[src/rtl/gpio_pkg.sv]
package gpio_pkg;

    typedef enum logic [3:0] {
        REG_IN     = 4'd0,
        REG_OUT    = 4'd1,
        REG_DIR    = 4'd2,
        REG_PULL   = 4'd3,
        REG_EDGE   = 4'd4,
        REG_IE     = 4'd5,
        REG_FLAG   = 4'd6,
        REG_VEC_LO = 4'd7,
        REG_VEC_HI = 4'd8
    } reg_idx_t;

    typedef enum logic [0:0] {
        BUS_IDLE = 1'b0,
        BUS_RESP = 1'b1
    } bus_state_t;

    // vector code of the lowest set bit, 0 when none
    function automatic logic [7:0] vec_code(input logic [7:0] p);
        logic [7:0] v;
        v = 8'd0;
        for (int i = 7; i >= 0; i--) begin
            if (p[i]) v = 8'(2 * (i + 1));
        end
        return v;
    endfunction

    // one-hot of the lowest set bit
    function automatic logic [7:0] lowest_bit(input logic [7:0] p);
        logic [7:0] v;
        v = 8'd0;
        for (int i = 7; i >= 0; i--) begin
            if (p[i]) v = 8'(1 << i);
        end
        return v;
    endfunction

    function automatic logic [7:0] pin_mask(input int pins);
        return (pins >= 8) ? 8'hFF : 8'((1 << pins) - 1);
    endfunction

endpackage

[src/rtl/gpio_sync.sv]
module gpio_sync #(
    parameter int W      = 16,
    parameter int STAGES = 2
) (
    input  logic         clk,
    input  logic         rst_n,
    input  logic [W-1:0] d,
    output logic [W-1:0] q
);
    logic [W-1:0] stg [STAGES];

    for (genvar s = 0; s < STAGES; s++) begin : g_stage
        if (s == 0) begin : g_first
            always_ff @(posedge clk or negedge rst_n) begin
                if (!rst_n) stg[s] <= '0;
                else        stg[s] <= d;
            end
        end else begin : g_next
            always_ff @(posedge clk or negedge rst_n) begin
                if (!rst_n) stg[s] <= '0;
                else        stg[s] <= stg[s-1];
            end
        end
    end

    assign q = stg[STAGES-1];
endmodule

[src/rtl/gpio_bus_fsm.sv]
module gpio_bus_fsm
    import gpio_pkg::*;
(
    input  logic clk,
    input  logic rst_n,
    input  logic sel,
    output logic take,
    output logic ready
);
    bus_state_t state_q, state_d;

    always_ff @(posedge clk or negedge rst_n) begin
        if (!rst_n) state_q <= BUS_IDLE;
        else        state_q <= state_d;
    end

    always_comb begin
        state_d = state_q;
        take    = 1'b0;
        ready   = 1'b0;
        unique case (state_q)
            BUS_IDLE: begin
                take = sel;
                if (sel) state_d = BUS_RESP;   // accept
            end
            BUS_RESP: begin
                ready   = 1'b1;
                state_d = BUS_IDLE;            // complete
            end
        endcase
    end
endmodule

[src/rtl/gpio_port.sv]
module gpio_port
    import gpio_pkg::*;
#(
    parameter int PINS = 8
) (
    input  logic       clk,
    input  logic       rst_n,
    input  logic [7:0] pin_sync,
    input  logic       wr_en,
    input  reg_idx_t   wr_sel,
    input  logic [7:0] wdata,
    input  logic       vec_clr,
    output logic [7:0] in_q,
    output logic [7:0] out_q,
    output logic [7:0] dir_q,
    output logic [7:0] pull_q,
    output logic [7:0] edge_q,
    output logic [7:0] ie_q,
    output logic [7:0] flag_q,
    output logic [7:0] vec,
    output logic       irq
);
    localparam logic [7:0] MASK = pin_mask(PINS);

    logic [7:0] prev_q;
    logic [7:0] rise, fall, hit, pending, clr_bit, flag_d;
    logic [7:0] wmask;

    assign wmask = wdata & MASK;
    assign in_q  = pin_sync & MASK;

    always_ff @(posedge clk or negedge rst_n) begin
        if (!rst_n) prev_q <= '0;
        else        prev_q <= in_q;
    end

    // edge detection compares samples, never the select bit
    assign rise = in_q & ~prev_q;
    assign fall = ~in_q & prev_q;
    assign hit  = ((rise & ~edge_q) | (fall & edge_q)) & MASK;

    assign pending = flag_q & ie_q;
    assign clr_bit = lowest_bit(pending);
    assign vec     = vec_code(pending);
    assign irq     = |pending;

    always_comb begin
        flag_d = flag_q;
        if (wr_en && wr_sel == REG_FLAG) flag_d = wmask;
        else if (vec_clr)                flag_d = flag_q & ~clr_bit;
        flag_d = (flag_d | hit) & MASK;
    end

    always_ff @(posedge clk or negedge rst_n) begin
        if (!rst_n) begin
            out_q  <= '0;
            dir_q  <= '0;
            pull_q <= '0;
            edge_q <= '0;
            ie_q   <= '0;
            flag_q <= '0;
        end else begin
            flag_q <= flag_d;
            if (wr_en) begin
                case (wr_sel)
                    REG_OUT:  out_q  <= wmask;
                    REG_DIR:  dir_q  <= wmask;
                    REG_PULL: pull_q <= wmask;
                    REG_EDGE: edge_q <= wmask;
                    REG_IE:   ie_q   <= wmask;
                    default:  ;
                endcase
            end
        end
    end
endmodule

[src/rtl/gpio_pair_irq.sv]
module gpio_pair_irq
    import gpio_pkg::*;
#(
    parameter int LO_PINS     = 8,
    parameter int HI_PINS     = 6,
    parameter int SYNC_STAGES = 2
) (
    input  logic        clk,
    input  logic        rst_n,
    input  logic        bus_sel,
    input  logic        bus_wr,
    input  logic [3:0]  bus_addr,
    input  logic [1:0]  bus_be,
    input  logic [15:0] bus_wdata,
    output logic [15:0] bus_rdata,
    output logic        bus_ready,
    input  logic [15:0] pad_in,
    output logic [15:0] pad_out,
    output logic [15:0] pad_oe,
    output logic [15:0] pad_pull_en,
    output logic [15:0] pad_pull_up,
    output logic [1:0]  irq
);
    localparam int NPORT = 2;

    logic        take;
    logic [15:0] pin_sync;
    logic [15:0] rdata_q;
    reg_idx_t    sel_reg;

    logic [7:0] in_b   [NPORT];
    logic [7:0] out_b  [NPORT];
    logic [7:0] dir_b  [NPORT];
    logic [7:0] pull_b [NPORT];
    logic [7:0] edge_b [NPORT];
    logic [7:0] ie_b   [NPORT];
    logic [7:0] flag_b [NPORT];
    logic [7:0] vec_b  [NPORT];
    logic [NPORT-1:0] irq_b;
    logic [7:0] hi_flag_q;

    assign sel_reg = reg_idx_t'(bus_addr);

    gpio_bus_fsm u_fsm (
        .clk   (clk),
        .rst_n (rst_n),
        .sel   (bus_sel),
        .take  (take),
        .ready (bus_ready)
    );

    gpio_sync #(.W(16), .STAGES(SYNC_STAGES)) u_sync (
        .clk   (clk),
        .rst_n (rst_n),
        .d     (pad_in),
        .q     (pin_sync)
    );

    for (genvar p = 0; p < NPORT; p++) begin : g_port
        localparam int PINS_P = (p == 0) ? LO_PINS : HI_PINS;
        localparam reg_idx_t VEC_REG = (p == 0) ? REG_VEC_LO : REG_VEC_HI;
        logic wr_en_p, vec_clr_p;
        assign wr_en_p   = take && bus_wr && bus_be[p];
        assign vec_clr_p = take && !bus_wr && (sel_reg == VEC_REG);

        gpio_port #(.PINS(PINS_P)) u_port (
            .clk      (clk),
            .rst_n    (rst_n),
            .pin_sync (pin_sync[8*p +: 8]),
            .wr_en    (wr_en_p),
            .wr_sel   (sel_reg),
            .wdata    (bus_wdata[8*p +: 8]),
            .vec_clr  (vec_clr_p),
            .in_q     (in_b[p]),
            .out_q    (out_b[p]),
            .dir_q    (dir_b[p]),
            .pull_q   (pull_b[p]),
            .edge_q   (edge_b[p]),
            .ie_q     (ie_b[p]),
            .flag_q   (flag_b[p]),
            .vec      (vec_b[p]),
            .irq      (irq_b[p])
        );

        assign pad_out[8*p +: 8]     = out_b[p];
        assign pad_oe[8*p +: 8]      = dir_b[p];
        assign pad_pull_en[8*p +: 8] = pull_b[p] & ~dir_b[p];
        assign pad_pull_up[8*p +: 8] = pull_b[p] & ~dir_b[p] & out_b[p];
    end

    assign irq       = irq_b;
    assign hi_flag_q = flag_b[1];

    always_ff @(posedge clk or negedge rst_n) begin
        if (!rst_n) begin
            rdata_q <= '0;
        end else if (take && !bus_wr) begin
            case (sel_reg)
                REG_IN:     rdata_q <= {in_b[1],   in_b[0]};
                REG_OUT:    rdata_q <= {out_b[1],  out_b[0]};
                REG_DIR:    rdata_q <= {dir_b[1],  dir_b[0]};
                REG_PULL:   rdata_q <= {pull_b[1], pull_b[0]};
                REG_EDGE:   rdata_q <= {edge_b[1], edge_b[0]};
                REG_IE:     rdata_q <= {ie_b[1],   ie_b[0]};
                REG_FLAG:   rdata_q <= {flag_b[1], flag_b[0]};
                REG_VEC_LO: rdata_q <= {8'h00, vec_b[0]};
                REG_VEC_HI: rdata_q <= {8'h00, vec_b[1]};
                default:    rdata_q <= '0;
            endcase
        end
    end

    assign bus_rdata = rdata_q;
endmodule

[config.mk]
export PLATFORM = sky130hd
export DESIGN_NAME = gpio_pair_irq
export DESIGN_NICKNAME = d
export VERILOG_FILES = /design/src/rtl/gpio_pkg.sv /design/src/rtl/gpio_sync.sv /design/src/rtl/gpio_bus_fsm.sv /design/src/rtl/gpio_port.sv /design/src/rtl/gpio_pair_irq.sv
export SDC_FILE = /design/constraint.sdc
export NUM_CORES = 1
export LEC_CHECK = 0
export CAP_MARGIN = 25
export CORE_MARGIN = 2
export CORE_UTILIZATION = 54
export DETAILED_ROUTE_END_ITERATION = 8
export PLACE_DENSITY_LB_ADDON = 0.12
export SLEW_MARGIN = 20
export SYNTH_ARGS = -nofsm -noshare
export SYNTH_HDL_FRONTEND = slang
export SYNTH_HIERARCHICAL = 1
export SYNTH_SLANG_ARGS = --single-unit
[constraint.sdc]
create_clock -name clk -period 3.3 [get_ports clk]
set_clock_uncertainty 0.1 [all_clocks]
set_input_delay 0.66 -clock clk [delete_from_list [all_inputs] [get_ports clk]]
set_output_delay 0.66 -clock clk [all_outputs]
set_load 0.01 [all_outputs]
Word-level counts from Yosys, hierarchy flattened
Index checks and enable logic that the tools add are counted.

Register bits after elaboration: 143. Bits of input ports: 42. Output and inout bits: 83. Word-level logic and storage cells: 119.

Equal/unequal tests: 8. Muxes and demuxes: 40. Bitwise gates (word level): 31. Reductions and logical operators: 22.

Operator list (count): $pmux W14 S9 (1); $mux W5 (16); $mux W8 (10); $and A8 B8 Y8 (8); $mux W6 (9); $not A8 Y8 (5); $and A6 B6 Y6 (6); $not A6 Y6 (4); $reduce_and A2 Y1 (10); $eq A4 B3 Y1 const B (4); $or A8 B8 Y8 (2); $reduce_or A8 Y1 (2); $or A6 B6 Y6 (2); $and A6 B8 Y8 (1); $and A8 B6 Y8 (1); $eq A4 B2 Y1 const B (2); $logic_and A1 B1 Y1 (8); $not A6 Y8 (1); $eq A4 B1 Y1 const B (1); $eq A4 B4 Y1 const B (1); $logic_not A4 Y1 (1); $mux W1 (3); $pmux W1 S2 (1); $logic_not A1 Y1 (1); $not A1 Y1 (1).

Longest topological paths before layout
Word-level depth: 14. Mapped depth: 8. Mapped depth without buffers: 7.

Hierarchy
Netlist, hierarchy kept.

Modules (own cells, without submodules): gpio_port (g_port[0].u_port) (times used 1, cells each 192, area each 2481.1 um^2, sequential area each 1401.3 um^2); gpio_pair_irq (times used 1, cells each 225, area each 2038.2 um^2, sequential area each 400.4 um^2); gpio_port (g_port[1].u_port) (times used 1, cells each 169, area each 2030.7 um^2, sequential area each 1051.0 um^2); gpio_sync (times used 1, cells each 48, area each 920.9 um^2, sequential area each 800.8 um^2); gpio_bus_fsm (times used 1, cells each 2, area each 38.8 um^2, sequential area each 25.0 um^2).

Worst setup path before layout
No wires, ideal clock.

Kind: in2reg. Start point: in bus_sel. End point: reg g_port[1].u_port.flag_q[2]. Setup time: 0.126 ns. Arrival: 2.548 ns. Path slack: 0.525 ns. Cell stages on the path: 8. Cell sequence: nor2b_4 > nand2b_1 > clkbuf_1 > buf_1 > nor3_1 > a21bo_2 > or3b_1 > a311o_1.

Longest elaborated chain between the ends: 6.

Ends and longest elaborated chain: from (decl) (line gpio_pair_irq.sv:10) `input logic bus_sel,`; $mux W1 (line gpio_bus_fsm.sv:21) `unique case (state_q)`; $logic_and A1 B1 Y1 (2 in a row) (line gpio_pair_irq.sv:64) `assign vec_clr_p = take && !bus_wr && (sel_reg == VEC_REG);`; via g_port[1].vec_clr_p (line gpio_pair_irq.sv:62) `logic wr_en_p, vec_clr_p;`; $mux W6 (line gpio_port.sv:50) `else if (vec_clr) flag_d = flag_q & ~clr_bit;`; $mux W6 (line gpio_port.sv:49) `if (wr_en && wr_sel == REG_FLAG) flag_d = wmask;`; $or A6 B6 Y6 (line gpio_port.sv:51) `flag_d = (flag_d | hit) & MASK;`; via g_port[1].u_port.flag_d[2] (line gpio_port.sv:26) `logic [7:0] rise, fall, hit, pending, clr_bit, flag_d;`; to (signal assigned) (line gpio_port.sv:63) `flag_q <= flag_d;`; to (decl) (line gpio_port.sv:19) `output logic [7:0] flag_q,`.

The timed path passes the listed nets, and every way through them passes these cells. A chain may end at the register's enable or synchronous reset.

Final worst setup path
Start point: reg g_port[0].u_port.ie_q[2]. End point: out irq[0].

Longest elaborated chain between the ends: 2.

Ends and longest elaborated chain: from (decl) (line gpio_port.sv:18) `output logic [7:0] ie_q,`; from (signal assigned) (line gpio_port.sv:70) `REG_IE: ie_q <= wmask;`; $and A8 B8 Y8 (line gpio_port.sv:42) `assign pending = flag_q & ie_q;`; $reduce_or A8 Y1 (line gpio_port.sv:45) `assign irq = |pending;`; to (decl) (line gpio_pair_irq.sv:22) `output logic [1:0] irq`.

No other way between the ends.

==> flow_metrics.py <==
metrics = {
    "setup_path": {
        "crit_path_end_kind": "output port",
        "cp_max_fo": 6,
        "path_class": "reg2out",
        "worstSetupStartpointType": "flip-flop",
        "crit_required_ns": 2.54,
        "arrival_ns": 2.16,
    },
    "routing": {
        "num_vias": 5549,
        "wl_um": 20100,
        "wl_met1_um": 9100,
        "via_per_inst": 6.06,
        "top_layer_used": "met4",
        "post-route-drc-count": 0,
        "final_antenna_net_count": 0,
        "drtIter0Drc": 488,
        "routedWlPerCell_um": 22.0,
        "met2_length_um": 9150,
        "wl_met3_um": 1430,
        "first_pass_iters": 5,
    },
    "die": {
        "die-area_mm2": 0.0146,
        "core_area_mm2": 0.0133,
        "pin_count": 125,
        "die-height_um": 121,
        "rows": 42,
        "start_util_pct": 55.6,
        "fp.dieW_um": 121,
    },
    "clock_tree": {
        "clkSinkCount": 143,
        "htreeDepth": 4,
        "hold_buffers": 0,
        "cts_inserted_buffers": 17,
        "root_buffer": "clkbuf_16",
        "cts_tree": "done",
        "clkTransAtPathRegs_ns": 0.06,
        "post_cts_buffers": 0,
        "clk_latency_ns": 0.43,
        "cts-resized-gates": 0,
        "max-clock-path-buffers": 2,
    },
    "worst_hold_path": {
        "min_path_type": "in2async",
    },
    "layout": {
        "syn_to_final_growth_pct": 21.9,
        "largest_reg_flops": 16,
        "layout.nets": 769,
        "diodes": 0,
        "layout-drive-gt1-share_pct": 21.2,
        "fin_util_pct": 67.8,
        "stdcell_count": 916,
    },
    "pwr": {
        "clock_power_share_pct": 39.3,
        "p_int_w": 0.00332,
        "power_density_mw_per_mm2": 518,
        "p_comb_share_pct": 17.1,
        "ir_worst_vdd_mv": 0.525,
        "finalPower_w": 0.00467,
        "seqPwrFrac_pct": 43.6,
        "swShare_pct": 28.8,
        "power.leakage_nw": 3.93,
        "p_sw_w": 0.00134,
    },
    "timing": {
        "hold_viol": 0,
        "period_share_pct": 88.5,
        "finalSetupTns_ns": 0,
        "slew_headroom_pct": 35.6,
        "worst_pin_slew_ns": 0.964,
        "rsz0062_at_grt": "false",
        "setup_viol": 0,
        "slew_violations": 0,
        "min_period_ns": 2.92,
        "max_freq_ghz": 0.342,
    },
    "logic_synthesis": {
        "syn_area_per_cell_um2": 11.7,
        "synth_cells": 630,
        "ys_warn_count": 6,
        "synth_area_mm2": 0.00739,
    },
    "job": {
        "drv_cap": 0,
    },
    "grt": {
        "antenna_found_initial": 1,
        "grt_use_total_pct": 29.1,
        "grt_overflow": 0,
        "grt_max_degree": 72,
        "grt_pass1_wl_um": 31700,
        "grt_pass1_vias": 5500,
    },
    "placed_design": {
        "gp_congestion": 0.927,
        "hpwl_um": 14300,
        "port_buffers": 112,
        "placed_cells": 884,
    },
    "run_status": {
        "status": "complete, no violations",
    },
}
## path summary, 6_finish.rpt
kind                                               start                         end  slack [ns]  cells past startpoint
worst max-delay path            g_port[0].u_port/ie_q[2]                      irq[0]        0.38                      3
worst min-delay path                               rst_n   g_port[1].u_port/out_q[3]        0.15                      1
worst min register to register            u_sync/stg[21]                 u_sync/q[5]        0.25                      0
min in group clk                          u_sync/stg[21]                 u_sync/q[5]        0.25                      0
max in group asynchronous                          rst_n   g_port[0].u_port/out_q[3]        2.23                      2
worst max register to register             u_fsm/state_q  g_port[1].u_port/pull_q[4]        1.03                      5
## area by class of cell
class	instances	area, um^2
clock buffers	17	425
clock inverters	15	143
fillers	1012	4280
inverters	4	15.0
multi-input cells	425	3320
flip-flops and latches	143	3580
well taps	176	220
repair buffers	136	1320
## layout by cell type, fill, tap and decap left out, types with 17 or more instances in the layout
cell type        instances
and2_1                  19
buf_4                   22
clkbuf_16               17
clkdlybuf4s50_1        109
conb_1                  23
dfrtp_1                143
mux2_2                  78
nand2_1                 36
nor2_1                  17
nor2b_1                 25
## power groups by stage
stage               sequential, W  combinational, W  clock, W
floorplan                 0.00204          0.000430         0
global placement          0.00205          0.000778         0
detailed placement        0.00206          0.000790         0
CTS                       0.00203          0.000796   0.00187
global route              0.00206          0.000858   0.00194
finish                    0.00204          0.000796   0.00183
## per-stage QoR
step / area [um^2] / hold WS, ns / worst slack [ns]
after floorplan: 7470 / 0.231 / 0.525
after detailed placement: 8450 / 0.236 / 0.294
after global routing: 9010 / 0.187 / 0.258
after CTS: 9010 / 0.163 / 0.369
final: 9010 / 0.150 / 0.379
after global placement: 8450 / 0.232 / 0.328
## metal layers
layer / vias to the layer above / global-route usage, %
met1: 2818 / 41.7
met3: 34 / 6.91
met4: 0 / 9.23
met5: - / 0
met2: 228 / 43.8
li1: 2469 / -
## critical path, stage by stage (launching register included)
cell,delay (ns)
dfrtp_1,0.46
a222oi_1,0.57
nand4_1,0.18
clkdlybuf4s50_1,0.52
No activity file was read; power rests on OpenSTA's default activity.
